[src/rtl/pio_route_pkg.sv]
package pio_route_pkg;
  localparam int NWIN  = 5;
  localparam int NCHAN = 2;
  localparam int NDEV  = 4;
  localparam int DVW   = 2;

  typedef enum logic [1:0] {
    WK_NONE = 2'd0,
    WK_CMD  = 2'd1,
    WK_CTL  = 2'd2,
    WK_BM   = 2'd3
  } win_kind_t;

  localparam logic [1:0] SZ_BYTE = 2'd0;
  localparam logic [1:0] SZ_HALF = 2'd1;
  localparam logic [1:0] SZ_WORD = 2'd2;
endpackage

[src/rtl/pio_window_decode.sv]
module pio_window_decode
  import pio_route_pkg::*;
#(
  parameter int AW = 16,
  parameter int OW = 4,
  parameter int CMD_SZ = 8,
  parameter int CTL_SZ = 4,
  parameter int BM_SZ = 16,
  parameter int BM_CH1 = 8,
  parameter logic [AW-1:0] RST_PCMD = 16'h01F0,
  parameter logic [AW-1:0] RST_PCTL = 16'h03F4,
  parameter logic [AW-1:0] RST_SCMD = 16'h0170,
  parameter logic [AW-1:0] RST_SCTL = 16'h0374,
  parameter logic [AW-1:0] RST_BM   = 16'hC000
) (
  input  logic          clk,
  input  logic          rst,
  input  logic          cfg_we,
  input  logic [2:0]    cfg_idx,
  input  logic [AW-1:0] cfg_base,
  input  logic [AW-1:0] addr,
  output logic          hit,
  output win_kind_t     kind,
  output logic          chan,
  output logic [OW-1:0] off
);
  function automatic int win_size(input int i);
    case (i)
      0, 2:    return CMD_SZ;
      1, 3:    return CTL_SZ;
      default: return BM_SZ;
    endcase
  endfunction

  function automatic logic [AW-1:0] win_rst(input int i);
    case (i)
      0:       return RST_PCMD;
      1:       return RST_PCTL;
      2:       return RST_SCMD;
      3:       return RST_SCTL;
      default: return RST_BM;
    endcase
  endfunction

  logic [AW-1:0] base_w [NWIN];
  logic [NWIN-1:0] in_win;

  for (genvar g = 0; g < NWIN; g++) begin : g_win
    localparam logic [AW:0] SZ = (AW+1)'(win_size(g));
    logic [AW-1:0] base_r;

    always_ff @(posedge clk) begin
      if (rst) base_r <= win_rst(g);
      else if (cfg_we && cfg_idx == 3'(g) && cfg_base != '0) base_r <= cfg_base;
    end

    assign base_w[g] = base_r;
    assign in_win[g] = (addr >= base_r) && ({1'b0, addr} < ({1'b0, base_r} + SZ));

    // a programmed base is never zero
    p_base_nonzero_r4: assert property (@(posedge clk) disable iff (rst)
      base_r != '0);
  end

  logic [2:0]    pick;
  logic [AW-1:0] pick_base;
  logic [AW-1:0] rel;

  always_comb begin
    hit       = 1'b0;
    pick      = 3'd0;
    pick_base = '0;
    for (int i = NWIN - 1; i >= 0; i--) begin
      if (in_win[i]) begin
        hit       = 1'b1;
        pick      = 3'(i);
        pick_base = base_w[i];
      end
    end
    rel = addr - pick_base;
    if (!hit) begin
      kind = WK_NONE;
      chan = 1'b0;
      off  = '0;
    end else begin
      off = rel[OW-1:0];
      case (pick)
        3'd0:    begin kind = WK_CMD; chan = 1'b0; end
        3'd1:    begin kind = WK_CTL; chan = 1'b0; end
        3'd2:    begin kind = WK_CMD; chan = 1'b1; end
        3'd3:    begin kind = WK_CTL; chan = 1'b1; end
        default: begin kind = WK_BM;  chan = (rel >= AW'(BM_CH1)); end
      endcase
    end
  end
endmodule

[src/rtl/pio_sel_track.sv]
module pio_sel_track
  import pio_route_pkg::*;
(
  input  logic           clk,
  input  logic           rst,
  input  logic           sel_we,
  input  logic           sel_bit,
  input  logic           chan,
  output logic [DVW-1:0] dev_idx
);
  logic [NCHAN-1:0] bit_q;

  for (genvar c = 0; c < NCHAN; c++) begin : g_ch
    always_ff @(posedge clk) begin
      if (rst) bit_q[c] <= 1'b0;
      else if (sel_we && chan == c[0]) bit_q[c] <= sel_bit;
    end
  end

  logic eff;
  assign eff     = sel_we ? sel_bit : bit_q[chan];
  assign dev_idx = {chan, eff};
endmodule

[src/rtl/pio_route_seq.sv]
module pio_route_seq
  import pio_route_pkg::*;
#(
  parameter int OW = 4,
  parameter int HW = 16,
  parameter int SEL_OFF = 6,
  parameter int SEL_BIT = 4,
  localparam int DW = 2 * HW
) (
  input  logic            clk,
  input  logic            rst,
  input  logic            io_en,
  input  logic [NDEV-1:0] dev_present,
  input  logic            h_req,
  input  logic            h_we,
  input  logic [1:0]      h_size,
  input  logic [DW-1:0]   h_wdata,
  output logic            h_done,
  output logic            h_err,
  output logic [DW-1:0]   h_rdata,
  input  logic            win_hit,
  input  win_kind_t       win_kind,
  input  logic            win_chan,
  input  logic [OW-1:0]   win_off,
  input  logic [DVW-1:0]  dev_idx,
  output logic            sel_we,
  output logic            sel_bit,
  output logic [1:0]      dec_kind,
  output logic            dec_chan,
  output logic [OW-1:0]   dec_off,
  output logic            dv_valid,
  output logic [DVW-1:0]  dv_dev,
  output logic            dv_we,
  output logic            dv_ctl,
  output logic [OW-1:0]   dv_off,
  output logic [HW-1:0]   dv_wdata,
  input  logic            dv_ready,
  input  logic [HW-1:0]   dv_rdata
);
  typedef enum logic {S_IDLE, S_XFER} st_t;
  st_t st;

  logic          accept, is_cmd, is_dreg, size_ok;
  logic          two_q, second_q, byte_q;
  logic [HW-1:0] hi_wd_q, lo_rd_q;

  assign accept  = (st == S_IDLE) && h_req && !h_done;
  assign is_cmd  = (win_kind == WK_CMD);
  assign is_dreg = is_cmd && (win_off == '0);
  assign size_ok = is_dreg ? (h_size == SZ_HALF || h_size == SZ_WORD)
                           : (h_size == SZ_BYTE);
  assign sel_we  = accept && io_en && is_cmd && (win_off == OW'(SEL_OFF))
                   && h_we && (h_size == SZ_BYTE);
  assign sel_bit = h_wdata[SEL_BIT];

  always_ff @(posedge clk) begin
    if (rst) begin
      st       <= S_IDLE;
      h_done   <= 1'b0;
      h_err    <= 1'b0;
      h_rdata  <= '0;
      dec_kind <= WK_NONE;
      dec_chan <= 1'b0;
      dec_off  <= '0;
      dv_valid <= 1'b0;
      dv_dev   <= '0;
      dv_we    <= 1'b0;
      dv_ctl   <= 1'b0;
      dv_off   <= '0;
      dv_wdata <= '0;
      two_q    <= 1'b0;
      second_q <= 1'b0;
      byte_q   <= 1'b0;
      hi_wd_q  <= '0;
      lo_rd_q  <= '0;
    end else begin
      h_done <= 1'b0;
      h_err  <= 1'b0;
      case (st)
        S_IDLE: begin
          if (accept) begin
            dec_kind <= win_kind;
            dec_chan <= win_chan;
            dec_off  <= win_off;
            h_rdata  <= '0;
            if (!io_en) begin
              h_done <= 1'b1;
            end else if (!win_hit) begin
              h_done <= 1'b1;
              h_err  <= 1'b1;
            end else if (win_kind == WK_BM) begin
              h_done <= 1'b1;
            end else if (!size_ok) begin
              h_done <= 1'b1;
              h_err  <= 1'b1;
            end else if (!dev_present[dev_idx]) begin
              h_done <= 1'b1;
            end else begin
              dv_valid <= 1'b1;
              dv_dev   <= dev_idx;
              dv_we    <= h_we;
              dv_ctl   <= (win_kind == WK_CTL);
              dv_off   <= win_off;
              dv_wdata <= h_wdata[HW-1:0];
              hi_wd_q  <= h_wdata[DW-1:HW];
              two_q    <= (h_size == SZ_WORD);
              byte_q   <= (h_size == SZ_BYTE);
              second_q <= 1'b0;
              st       <= S_XFER;
            end
          end
        end
        S_XFER: begin
          if (dv_ready) begin
            if (two_q && !second_q) begin
              second_q <= 1'b1;
              dv_wdata <= hi_wd_q;
              lo_rd_q  <= dv_rdata;
            end else begin
              dv_valid <= 1'b0;
              second_q <= 1'b0;
              st       <= S_IDLE;
              h_done   <= 1'b1;
              if (!dv_we) begin
                if (two_q)       h_rdata <= {dv_rdata, lo_rd_q};
                else if (byte_q) h_rdata <= DW'(dv_rdata[7:0]);
                else             h_rdata <= DW'(dv_rdata);
              end
            end
          end
        end
        default: st <= S_IDLE;
      endcase
    end
  end

  // a pending transfer holds its fields until accepted
  p_hold_r8: assert property (@(posedge clk) disable iff (rst)
    (dv_valid && !dv_ready) |=> (dv_valid && $stable(dv_dev) && $stable(dv_off)
                                 && $stable(dv_wdata) && $stable(dv_we)));
  // transfers only target present devices
  p_present_r7: assert property (@(posedge clk) disable iff (rst)
    dv_valid |-> dev_present[dv_dev]);
  // disabled I/O never starts a transfer
  p_ioen_r5: assert property (@(posedge clk) disable iff (rst)
    (accept && !io_en) |=> !dv_valid);
  // the first half of a wide access is followed by a second
  p_split_r9: assert property (@(posedge clk) disable iff (rst)
    (st == S_XFER && dv_ready && two_q && !second_q) |=> (dv_valid && !h_done));
  // errors are only reported with completion
  p_err_done_r10: assert property (@(posedge clk) disable iff (rst)
    h_err |-> h_done);
  // completion is a single-cycle pulse
  p_done_pulse_r12: assert property (@(posedge clk) disable iff (rst)
    h_done |=> !h_done);
endmodule

[src/rtl/pio_window_router.sv]
module pio_window_router
  import pio_route_pkg::*;
#(
  parameter int AW = 16,
  parameter int CMD_SZ = 8,
  parameter int CTL_SZ = 4,
  parameter int BM_SZ = 16,
  parameter int BM_CH1 = 8,
  parameter int SEL_OFF = 6,
  parameter int SEL_BIT = 4,
  parameter int HW = 16,
  parameter logic [AW-1:0] RST_PCMD = 16'h01F0,
  parameter logic [AW-1:0] RST_PCTL = 16'h03F4,
  parameter logic [AW-1:0] RST_SCMD = 16'h0170,
  parameter logic [AW-1:0] RST_SCTL = 16'h0374,
  parameter logic [AW-1:0] RST_BM   = 16'hC000,
  localparam int MAXSZ = (BM_SZ > CMD_SZ) ? ((BM_SZ > CTL_SZ) ? BM_SZ : CTL_SZ)
                                          : ((CMD_SZ > CTL_SZ) ? CMD_SZ : CTL_SZ),
  localparam int OW = (MAXSZ > 1) ? $clog2(MAXSZ) : 1,
  localparam int DW = 2 * HW
) (
  input  logic            clk,
  input  logic            rst,
  input  logic            io_en,
  input  logic            cfg_we,
  input  logic [2:0]      cfg_idx,
  input  logic [AW-1:0]   cfg_base,
  input  logic [NDEV-1:0] dev_present,
  input  logic            h_req,
  input  logic            h_we,
  input  logic [1:0]      h_size,
  input  logic [AW-1:0]   h_addr,
  input  logic [DW-1:0]   h_wdata,
  output logic            h_done,
  output logic            h_err,
  output logic [DW-1:0]   h_rdata,
  output logic [1:0]      dec_kind,
  output logic            dec_chan,
  output logic [OW-1:0]   dec_off,
  output logic            dv_valid,
  output logic [DVW-1:0]  dv_dev,
  output logic            dv_we,
  output logic            dv_ctl,
  output logic [OW-1:0]   dv_off,
  output logic [HW-1:0]   dv_wdata,
  input  logic            dv_ready,
  input  logic [HW-1:0]   dv_rdata
);
  logic           w_hit, w_chan, s_we, s_bit;
  win_kind_t      w_kind;
  logic [OW-1:0]  w_off;
  logic [DVW-1:0] d_idx;

  pio_window_decode #(
    .AW(AW), .OW(OW), .CMD_SZ(CMD_SZ), .CTL_SZ(CTL_SZ), .BM_SZ(BM_SZ),
    .BM_CH1(BM_CH1), .RST_PCMD(RST_PCMD), .RST_PCTL(RST_PCTL),
    .RST_SCMD(RST_SCMD), .RST_SCTL(RST_SCTL), .RST_BM(RST_BM)
  ) u_dec (
    .clk(clk), .rst(rst), .cfg_we(cfg_we), .cfg_idx(cfg_idx),
    .cfg_base(cfg_base), .addr(h_addr), .hit(w_hit), .kind(w_kind),
    .chan(w_chan), .off(w_off)
  );

  pio_sel_track u_sel (
    .clk(clk), .rst(rst), .sel_we(s_we), .sel_bit(s_bit),
    .chan(w_chan), .dev_idx(d_idx)
  );

  pio_route_seq #(
    .OW(OW), .HW(HW), .SEL_OFF(SEL_OFF), .SEL_BIT(SEL_BIT)
  ) u_seq (
    .clk(clk), .rst(rst), .io_en(io_en), .dev_present(dev_present),
    .h_req(h_req), .h_we(h_we), .h_size(h_size), .h_wdata(h_wdata),
    .h_done(h_done), .h_err(h_err), .h_rdata(h_rdata),
    .win_hit(w_hit), .win_kind(w_kind), .win_chan(w_chan), .win_off(w_off),
    .dev_idx(d_idx), .sel_we(s_we), .sel_bit(s_bit),
    .dec_kind(dec_kind), .dec_chan(dec_chan), .dec_off(dec_off),
    .dv_valid(dv_valid), .dv_dev(dv_dev), .dv_we(dv_we), .dv_ctl(dv_ctl),
    .dv_off(dv_off), .dv_wdata(dv_wdata), .dv_ready(dv_ready),
    .dv_rdata(dv_rdata)
  );
endmodule

[config.mk]
export PLATFORM = sky130hd
export DESIGN_NAME = pio_window_router
export DESIGN_NICKNAME = d
export VERILOG_FILES = /design/src/rtl/pio_route_pkg.sv /design/src/rtl/pio_window_decode.sv /design/src/rtl/pio_sel_track.sv /design/src/rtl/pio_route_seq.sv /design/src/rtl/pio_window_router.sv
export SDC_FILE = /design/constraint.sdc
export NUM_CORES = 1
export LEC_CHECK = 0
export ABC_CLOCK_PERIOD_IN_PS = 16600
export BUFFER_PORTS_ARGS = -buffer_cell sky130_fd_sc_hd__buf_2
export CORE_MARGIN = 4
export CORE_UTILIZATION = 45
export DETAILED_ROUTE_END_ITERATION = 6
export SLEW_MARGIN = 15
export SYNTH_ARGS = -nofsm -noshare
export SYNTH_HDL_FRONTEND = slang
export SYNTH_SLANG_ARGS = --single-unit
[constraint.sdc]
create_clock -name clk -period 16.6 [get_ports clk]
set_input_delay 2.49 -clock clk [delete_from_list [all_inputs] [get_ports clk]]
set_output_delay 2.49 -clock clk [all_outputs]
set_load 0.005 [all_outputs]
======== Yosys cells after proc, flatten, opt, wreduce, memory -nomap -nowiden ========
Index checks and enable logic that the tools add are counted.
word-level totals
  register bits after elaboration ......... 184
  latch bits .............................. 0
  memory bits (writable) .................. 0
  bits in read-only memories .............. 0
  input port bits ......................... 96
  output and inout bits ................... 66
  word-level logic and storage cells ...... 198
  memories kept ........................... 0
cells by class
  $add $sub $neg .......................... 6
  $mul .................................... 0
  divide/modulo/power cells ............... 0
  $lt $le $gt $ge ......................... 13
  equal/unequal tests ..................... 23
  shift operators ......................... 0
  muxes and demuxes ....................... 80
  bitwise gates (word level) .............. 5
  reductions and logical operators ........ 46
operator list
  operator                                                                 number
  16-bit 2-to-1 mux                                                        14
  32-bit 2-to-1 mux                                                        5
  16-bit by 17-bit less-than comparator with 1-bit output                  5
  16-bit >= comparator                                                     5
  32-bit case mux with 2 select lines                                      1
  1-bit 2-to-1 mux                                                         45
  16-bit by 3-bit adder with 17-bit output (second input constant)         2
  16-bit by 4-bit adder with 17-bit output (second input constant)         2
  16-bit case mux with 2 select lines                                      1
  1-bit logical AND                                                        26
  16-bit by 5-bit adder with 17-bit output (second input constant)         1
  16-bit by 4-bit >= comparator with 1-bit output (second input constant)  1
  8-bit AND reduction                                                      2
  16-bit nonzero test                                                      1
  16-bit subtractor                                                        1
  3-bit 2-to-1 mux                                                         5
  2-bit != test (second input constant)                                    7
  7-bit AND reduction                                                      2
  3-bit by 2-bit == test with 1-bit output (second input constant)         4
  1-bit case mux with 2 select lines                                       5
  2-bit OR reduction                                                       4
  2-bit == test (second input constant)                                    3
  3-bit by 1-bit == test with 1-bit output (second input constant)         2
  3-bit logical NOT                                                        2
  19 further kinds                                                         27

======== Depth between registers and ports, before layout ========
Gate-level depths: netlist (run 1).
  depth after elaboration ................. 27
  gate-level depth with buffers ........... 34
  depth with buffers taken out ............ 32

======== Cells and area by module ========
Synthesis (run 1) repeated with hierarchy kept, for this count alone.
second synthesis, totals
  cells, all modules ...................... 1588
  area total of the unflattened synthesis .. 13123.8 µm²
modules (own cells, without submodules)
  module             instances  cells each  area an instance (µm²)  seq. area each (µm²)
  pio_window_decode  1          1087        8807.2                  1601.5
  pio_route_seq      1          487         4205.3                  2042.0
  pio_sel_track      1          14          111.4                   40.0

======== Least setup slack after synthesis (run 1) ========
No wires, ideal clock.
  path kind ............................... input port to flip-flop
  from .................................... input h_addr[3]
  to ...................................... register u_seq.dv_wdata[10]
  setup time .............................. 0.145 ns
  arrival time ............................ 8.336 ns
  data required time ...................... 16.455 ns
  setup slack ............................. 8.119 ns
  stages on the path ...................... 28
  path buffers ............................ 3
  path through ............................ ha_1 a21oi_1 o21bai_1 a211o_1 a2111oi_0 o22ai_1 nor2_1 clkbuf_1 a22oi_1 o21ai_0 a21oi_1 nor2_1 a21oi_1 ha_1 o21a_1 nor3_1 or4_1 nor4b_2 nand4b_1 or4_1 nor4b_2 mux2_2 o31a_1 a21o_2 mux2i_4 buf_6 buf_6 a211oi_2
between the ends
  word-level cells in the longest chain between the ends .. 21
  elaborated cells between the ends (all ways) .. 65
  those cells by class .................... 1 x add/sub; 11 x order compare; 10 x eq/ne; 26 x mux; 17 x reduce/logical
RTL lines
  what                                                                                              line                     source
  from (decl)                                                                                       pio_window_router.sv:32  input logic [AW-1:0] h_addr,
  branches (longest 20 deep; another with 16-bit by 17-bit less-than comparator with 1-bit output)  --
  8-bit AND reduction (no line) *                                                                   --
  to (signal assigned)                                                                              pio_route_seq.sv:104     dv_wdata <= h_wdata[HW-1:0];
  to (signal assigned)                                                                              pio_route_seq.sv:117     dv_wdata <= hi_wd_q;
  to (decl)                                                                                         pio_route_seq.sv:36      output logic [HW-1:0] dv_wdata,
Every way passes the cells marked *. The select of a mux whose other input is x is not followed.
A chain may end at the register's enable or synchronous reset.

======== Worst setup path after layout (run 1) ========
  from .................................... input h_addr[8]
  to ...................................... register u_seq.hi_wd_q[6]
between the ends
  word-level cells in the longest chain between the ends .. 20
  elaborated cells between the ends (all ways) .. 62
  those cells by class .................... 1 x add/sub; 11 x order compare; 6 x eq/ne; 26 x mux; 1 x bitwise; 17 x reduce/logical
RTL lines
  what                                                                                              line                  source
  branches (longest 19 deep; another with 16-bit by 17-bit less-than comparator with 1-bit output)  --
  7-bit AND reduction (no line) *                                                                   --
  to (signal assigned)                                                                              pio_route_seq.sv:105  hi_wd_q <= h_wdata[DW-1:HW];
  to (decl)                                                                                         pio_route_seq.sv:45   logic [HW-1:0] hi_wd_q, lo_rd_q;
Marked as above.

==> impl_metrics.yaml, run 1 <==
logic_synthesis:
  yosys_warnings: 0
  synth_cell_types: 74
  synth_mux_area_frac: 0.0860
  ys.flop_type: "dfxtp_1"
  synth_top_family_by_area: "simple AND/OR/NAND/NOR gates"
  synth_edf_count: 0
  synthCells: 1629
  syn_avg_cell_area_um2: 8.18
  synth-adder-area-share: 0.159
  synthArstFlopShare: 0
  synth_compound_area_frac: 0.186
  ys_seq_area_frac: 0.276
  yosys_register_bits: 184
  synth-simple-area-share: 0.201
  synthesis.area_um2: 13300
  synth_xor_area_frac: 0.0388
  synth_nets: 1894
floorplan:
  die_y_um: 180
  io_pins: 162
  core_um2: 28900
  rows: 62
  die_x_um: 180
  dieArea_um2: 32400
  initial_utilization: 0.461
clock_network:
  worstSkewPairLatency_ns: 0.44
  cts.sinks: 184
  numCtsBuffers: 17
  cts.clk_slew.worst_paths_ns: 0.07
  ctsResizeCount: 0
  clockBufferDepth: 2
  tritoncts: "built"
  htreeDepth: 4
  post-cts-setup-buffer-count: 0
  clockRootBuffer: "clkbuf_16"
  hold_buffers: 0
route:
  dr.pass1.iters: 6
  detail-route-antenna-nets: 0
  avgViaCountPerCell: 5.73
  routed_wl_um: 41500
  drt-initial-drc-count: 981
  num_vias: 12300
  wire_per_inst_um: 19.4
  route.detailed.drc: 0
pwr:
  p_leak_nw: 6.61
  combinationalPowerShare: 0.221
  netSwitchingFraction: 0.315
  power_density_nw_per_um2: 74.7
  switchingPower_uw: 353
  p_seq_frac: 0.410
  clkPwrFrac: 0.369
  p_int_uw: 768
  ir_drop_uv: 70.5
  total_power_mw: 1.12
worst_setup_path:
  worstPathArrival_ns: 10.40
  crit_type: "in2reg"
  path_max_fanout: 60
  worstSetupEndpointType: "flop"
  path_common_cell: "nor2_1"
  slowest_stage: "nor2_1"
  worst_setup_path_start_kind: "primary input"
  worst_ep_required_time_ns: 16.89
  crit_path_max_incr_delay_ns: 0.96
place:
  hpwl_um: 30300
  gp_congestion: 0.945
  io_buffers: 161
run_status:
  outcome: "finished clean"
global_routing:
  grtUsageTotal: 0.246
  grt_max_degree: 105
  antenna_found_initial: 2
  grt_pass1_vias: 11300
  grt_overflow_total: 0
  grt_pass1_wl_um: 64400
hold_path:
  hold_path_class: "reg2reg"
sta:
  setup_viol_count_final: 0
  timing.final.max_slew_violations: 0
  rsz0062_at_grt: "no"
  max_freq_mhz: 98.9
  finalCritPeriodShare: 0.609
  maxSlewHeadroom: 0.216
  layout_min_cycle_time_ns: 10.11
  clock_skew_ns: 0.0139
  finalHoldViolCount: 0
  fin_tns_setup_ns: 0
  worstMarginPinSlew_ns: 1.17
finish:
  layout_common_cells: "dfxtp_1 (183), nor2_1 (175), ha_1 (168), nand2_1 (167), buf_2 (160)"
  layout_commonest_cell: "dfxtp_1"
  fin_nets: 2012
  area_delta_synth_final_pct: 12.4
  drive_above_1_share: 0.151
job:
  maxCapViolCount: 0
## synth_stat cells (all sizes together) (26+ instances only)
cell type  number  area, um2
inv            96        360
dfxtp         184       3680
nor3           27        135
nand2         167        627
xnor2          58        508
ha            168       2100
nor2b          26        163
clkbuf         63        236
a211oi         26        275
nand3          73        365
mux2i         102       1030
o21ai          60        304
a21oi         137        689
nor2          178        668
## through the flow
| stage | instances | utilization | setup slack (ns) | hold slack [ns] | area, um2 |
|---|---|---|---|---|---|
| 6_report | 2144 | 0.518 | 6.49 | 0.450 | 15000 |
| 2_1_floorplan | 1629 | - | 8.12 | 0.433 | 13300 |
| 3_5_place_dp | 2112 | 0.498 | 6.17 | 0.441 | 14400 |
| 3_3_place_gp | 2112 | 0.498 | 6.22 | 0.438 | 14400 |
| 4_1_cts | 2142 | 0.518 | 6.63 | 0.454 | 15000 |
| 5_1_grt | 2144 | 0.518 | 5.86 | 0.466 | 15000 |
## per-layer routing
metal | GRT usage | vias to the layer above | wire length [um]
li1 | - | 6072 | -
met1 | 0.362 | 5833 | 20200
met2 | 0.373 | 341 | 18200
met3 | 0.0402 | 44 | 2320
met4 | 0.0668 | 0 | 796
met5 | 0 | - | 0
## flip-flops by register name (all words and copies together) (netlist names)
register	flops
u_dec.g_win.base_r	80
u_sel.bit_q	2
u_seq.byte_q	1
u_seq.dec_chan	1
u_seq.dec_kind	2
u_seq.dec_off	4
u_seq.dv_ctl	1
u_seq.dv_dev	2
u_seq.dv_off	4
u_seq.dv_valid	1
u_seq.dv_wdata	16
u_seq.dv_we	1
u_seq.h_done	1
u_seq.h_err	1
u_seq.h_rdata	32
u_seq.hi_wd_q	16
u_seq.lo_rd_q	16
u_seq.second_q	1
u_seq.st	1
u_seq.two_q	1
## path summary, 6_finish.rpt
check                            from          endpoint  slack (ns)  depth (start not counted)
max                         h_addr[8]  u_seq.hi_wd_q[6]        6.49                         28
min                  u_seq.h_rdata[8]  u_seq.h_rdata[8]        0.45                          2
max reg2reg  u_dec.g_win[3].base_r[2]  u_seq.hi_wd_q[6]        7.50                         32
min reg2reg          u_seq.h_rdata[8]  u_seq.h_rdata[8]        0.45                          2
## layout make-up
| cell class | instances | area [um2] |
|---|---|---|
| diodes | 2 | 5.00 |
| clock buffers | 18 | 429 |
| clock inverters | 12 | 144 |
| fillers | 2842 | 13900 |
| inverters | 96 | 360 |
| multi-input cells | 1273 | 8970 |
| flip-flops and latches | 184 | 3680 |
| well taps | 384 | 480 |
| repair buffers | 175 | 917 |
## kinds of logic after synthesis
family / Yosys count
multiplexers: 112
AND/OR/NAND/NOR: 573
AO/OA/AOI/OAI: 360
adder cells (fa/ha/maj): 169
buffers and inverters: 172
flip-flops: 184
XOR/XNOR: 59
## worst max-delay path: cells and delay by family
kind / cells / cell delay, ns
AND/OR/NAND/NOR: 10 / 3.07
AO/OA/AOI/OAI: 11 / 2.22
buffers and inverters: 2 / 1.08
multiplexers: 3 / 0.79
adder cells (fa/ha/maj): 2 / 0.73
## power groups by stage
stage,sequential (mW),combinational [mW],clock (mW)
after floorplan,0.466,0.165,0
final,0.459,0.248,0.413
after global placement,0.469,0.243,0
after global routing,0.460,0.275,0.440
after CTS,0.459,0.246,0.425
after detailed placement,0.469,0.245,0
(Power assumes the default switching activity.)
==> run 2: changes to the inputs <==
--- a/config.mk
+++ b/config.mk
@@ -5,11 +5,12 @@
 export SDC_FILE = /design/constraint.sdc
 export NUM_CORES = 1
 export LEC_CHECK = 0
-export ABC_CLOCK_PERIOD_IN_PS = 16600
+export ABC_CLOCK_PERIOD_IN_PS = 8800
 export BUFFER_PORTS_ARGS = -buffer_cell sky130_fd_sc_hd__buf_2
 export CORE_MARGIN = 4
 export CORE_UTILIZATION = 45
 export DETAILED_ROUTE_END_ITERATION = 6
+export PLACE_DENSITY = 0.67
 export SLEW_MARGIN = 15
 export SYNTH_ARGS = -nofsm -noshare
 export SYNTH_HDL_FRONTEND = slang
==> constraint.sdc (replaced) <==
create_clock -name clk -period 8.8 [get_ports clk]
set_input_delay 1.32 -clock clk [delete_from_list [all_inputs] [get_ports clk]]
set_output_delay 1.32 -clock clk [all_outputs]
set_load 0.005 [all_outputs]
==> run 2 against run 1 <==
Wire length down 1.1%. Combinational power increased by 91%. Critical path depth is 6 higher. Hold slack better by 0.0022 ns. Die area unchanged. Clock skew increased by 0.0095 ns.
==> impl_metrics.yaml, run 2 (same netlist as run 1, synthesis figures left out) <==
global_routing:
  antenna_found_initial: 4
  met1_usage: 0.344
  grtUsageMet2: 0.385
  grtUsageMet3: 0.0319
  grt_overflow_total: 0
  grt_max_degree: 95
  grtUsageTotal: 0.244
  grt_pass1_wl_um: 64800
  grt_pass1_vias: 11900
  grt_busiest_layer: "met2"
clock_network:
  tritoncts: "built"
  numCtsBuffers: 17
  worstSkewPairLatency_ns: 0.45
  hold_buffers: 0
  htreeDepth: 4
  cts.clk_slew.worst_paths_ns: 0.09
  post-cts-setup-buffer-count: 0
  clockRootBuffer: "clkbuf_16"
  clockBufferDepth: 2
  cts.sinks: 184
pwr:
  switchingPower_uw: 737
  power_density_nw_per_um2: 143
  ir_drop_uv: 119
  clkPwrFrac: 0.381
  combinationalPowerShare: 0.219
  p_int_mw: 1.42
  p_seq_frac: 0.400
  netSwitchingFraction: 0.341
  p_leak_nw: 6.67
finish:
  design_area_um2: 15100
  fin_cells: 2151
  layout_commonest_cell: "dfxtp_1"
  area_delta_synth_final_pct: 13.5
  largest_reg_flops: 80
  drive_above_1_share: 0.158
  largest_register: "u_dec.g_win.base_r"
  post-route-util: 0.523
  layout_common_cells: "dfxtp_1 (183), nor2_1 (172), ha_1 (168), nand2_1 (167), buf_2 (160)"
  top_regs: "u_dec.g_win.base_r (80), u_seq.h_rdata (32)"
  fin_nets: 2015
place:
  gp_congestion: 0.937
  io_buffers: 161
  placed_cell_area_um2: 14400
  dp.cells: 2114
  hpwl_um: 30200
sta:
  layout_min_cycle_time_ns: 8.34
  finalHoldViolCount: 0
  setup_viol_count_final: 0
  timing.final.max_slew_violations: 0
  clock_skew_ns: 0.0235
  hold_ws_ns: 0.452
  max_freq_mhz: 120
  worstMarginPinSlew_ns: 1.16
  finalCritPeriodShare: 0.948
  maxSlewHeadroom: 0.228
route:
  route.detailed.drc: 0
  drt-initial-drc-count: 961
  wire_per_inst_um: 19.1
  avgViaCountPerCell: 5.80
  num_vias: 12500
  dr.pass1.iters: 7
  routed_wl_um: 41100
  detail-route-antenna-nets: 0
run_status:
  outcome: "finished clean"
worst_setup_path:
  worstPathArrival_ns: 8.63
  crit_type: "reg2reg"
  path_common_cell: "a21oi_1"
  slowest_stage: "dfxtp_1"
  worstSetupEndpointType: "flop"
  path_max_fanout: 30
  worst_setup_path_start_kind: "flop"
  worst_ep_required_time_ns: 9.09
  crit_path_max_incr_delay_ns: 0.46
floorplan:
  die_x_um: 180
  core_um2: 28900
  dieArea_um2: 32400
  die_y_um: 180
  initial_utilization: 0.461
  rows: 62
  io_pins: 162
job:
  maxCapViolCount: 0
hold_path:
  hold_path_class: "reg2reg"
==> run 2: worst max-delay path: cells and delay by family, from the launching register on <==
family                   cells  cell delay [ns]
multiplexers                 3             0.87
AO/OA/AOI/OAI               13             2.72
adder cells (fa/ha/maj)      2             0.65
AND/OR/NAND/NOR             11             2.45
XOR/XNOR                     1             0.17
flip-flops                   1             0.46
buffers and inverters        4             0.85
==> run 2: worst paths after layout <==
check	from	end	slack, ns	cells past startpoint
max reg2reg	u_dec.g_win[3].base_r[2]	u_seq.dv_dev[1]	0.46	34
min reg2reg	u_seq.h_rdata[22]	u_seq.h_rdata[22]	0.45	2
max	u_dec.g_win[3].base_r[2]	u_seq.dv_dev[1]	0.46	34
min	u_seq.h_rdata[22]	u_seq.h_rdata[22]	0.45	2
==> run 2: timing repair <==
action / in CTS / in global routing
setup endpoints to repair: 0 / 43
resized for setup: 0 / 14
endpoints found under the hold margin: 0 / 0
==> run 2: metal layers <==
layer	wire (um)	up-vias
met3	2440	82
met2	18400	408
li1	-	6073
met1	19000	5907
met5	0	-
met4	1250	0
==> run 2: cell type report <==
type                       instances  area [um2]
sequential                       184        3680
inverter                          96         360
tap                              384         480
timing repair buffer             178         961
clock buffer                      17         425
antenna                            4        10.0
clock inverter                    15         210
multi-input combinational       1273        8990
fill                            2751       13800
==> run 2: power groups by stage <==
stage | Clock (mW) | Sequential [mW] | Combinational [mW]
after floorplan | 0 | 0.879 | 0.310
after global placement | 0 | 0.883 | 0.452
after detailed placement | 0 | 0.883 | 0.460
after CTS | 0.837 | 0.864 | 0.464
after global routing | 0.871 | 0.867 | 0.522
final | 0.824 | 0.865 | 0.473
==> run 2: metrics by stage <==
stage | TNS [ns] | power, mW | setup slack (ns)
final | 0 | 2.16 | 0.456
after floorplan | 0 | 1.19 | 1.49
after global routing | -0.0117 | 2.26 | -0.0117
after global placement | 0 | 1.33 | 0.457
after CTS | 0 | 2.17 | 0.208
after detailed placement | 0 | 1.34 | 0.243
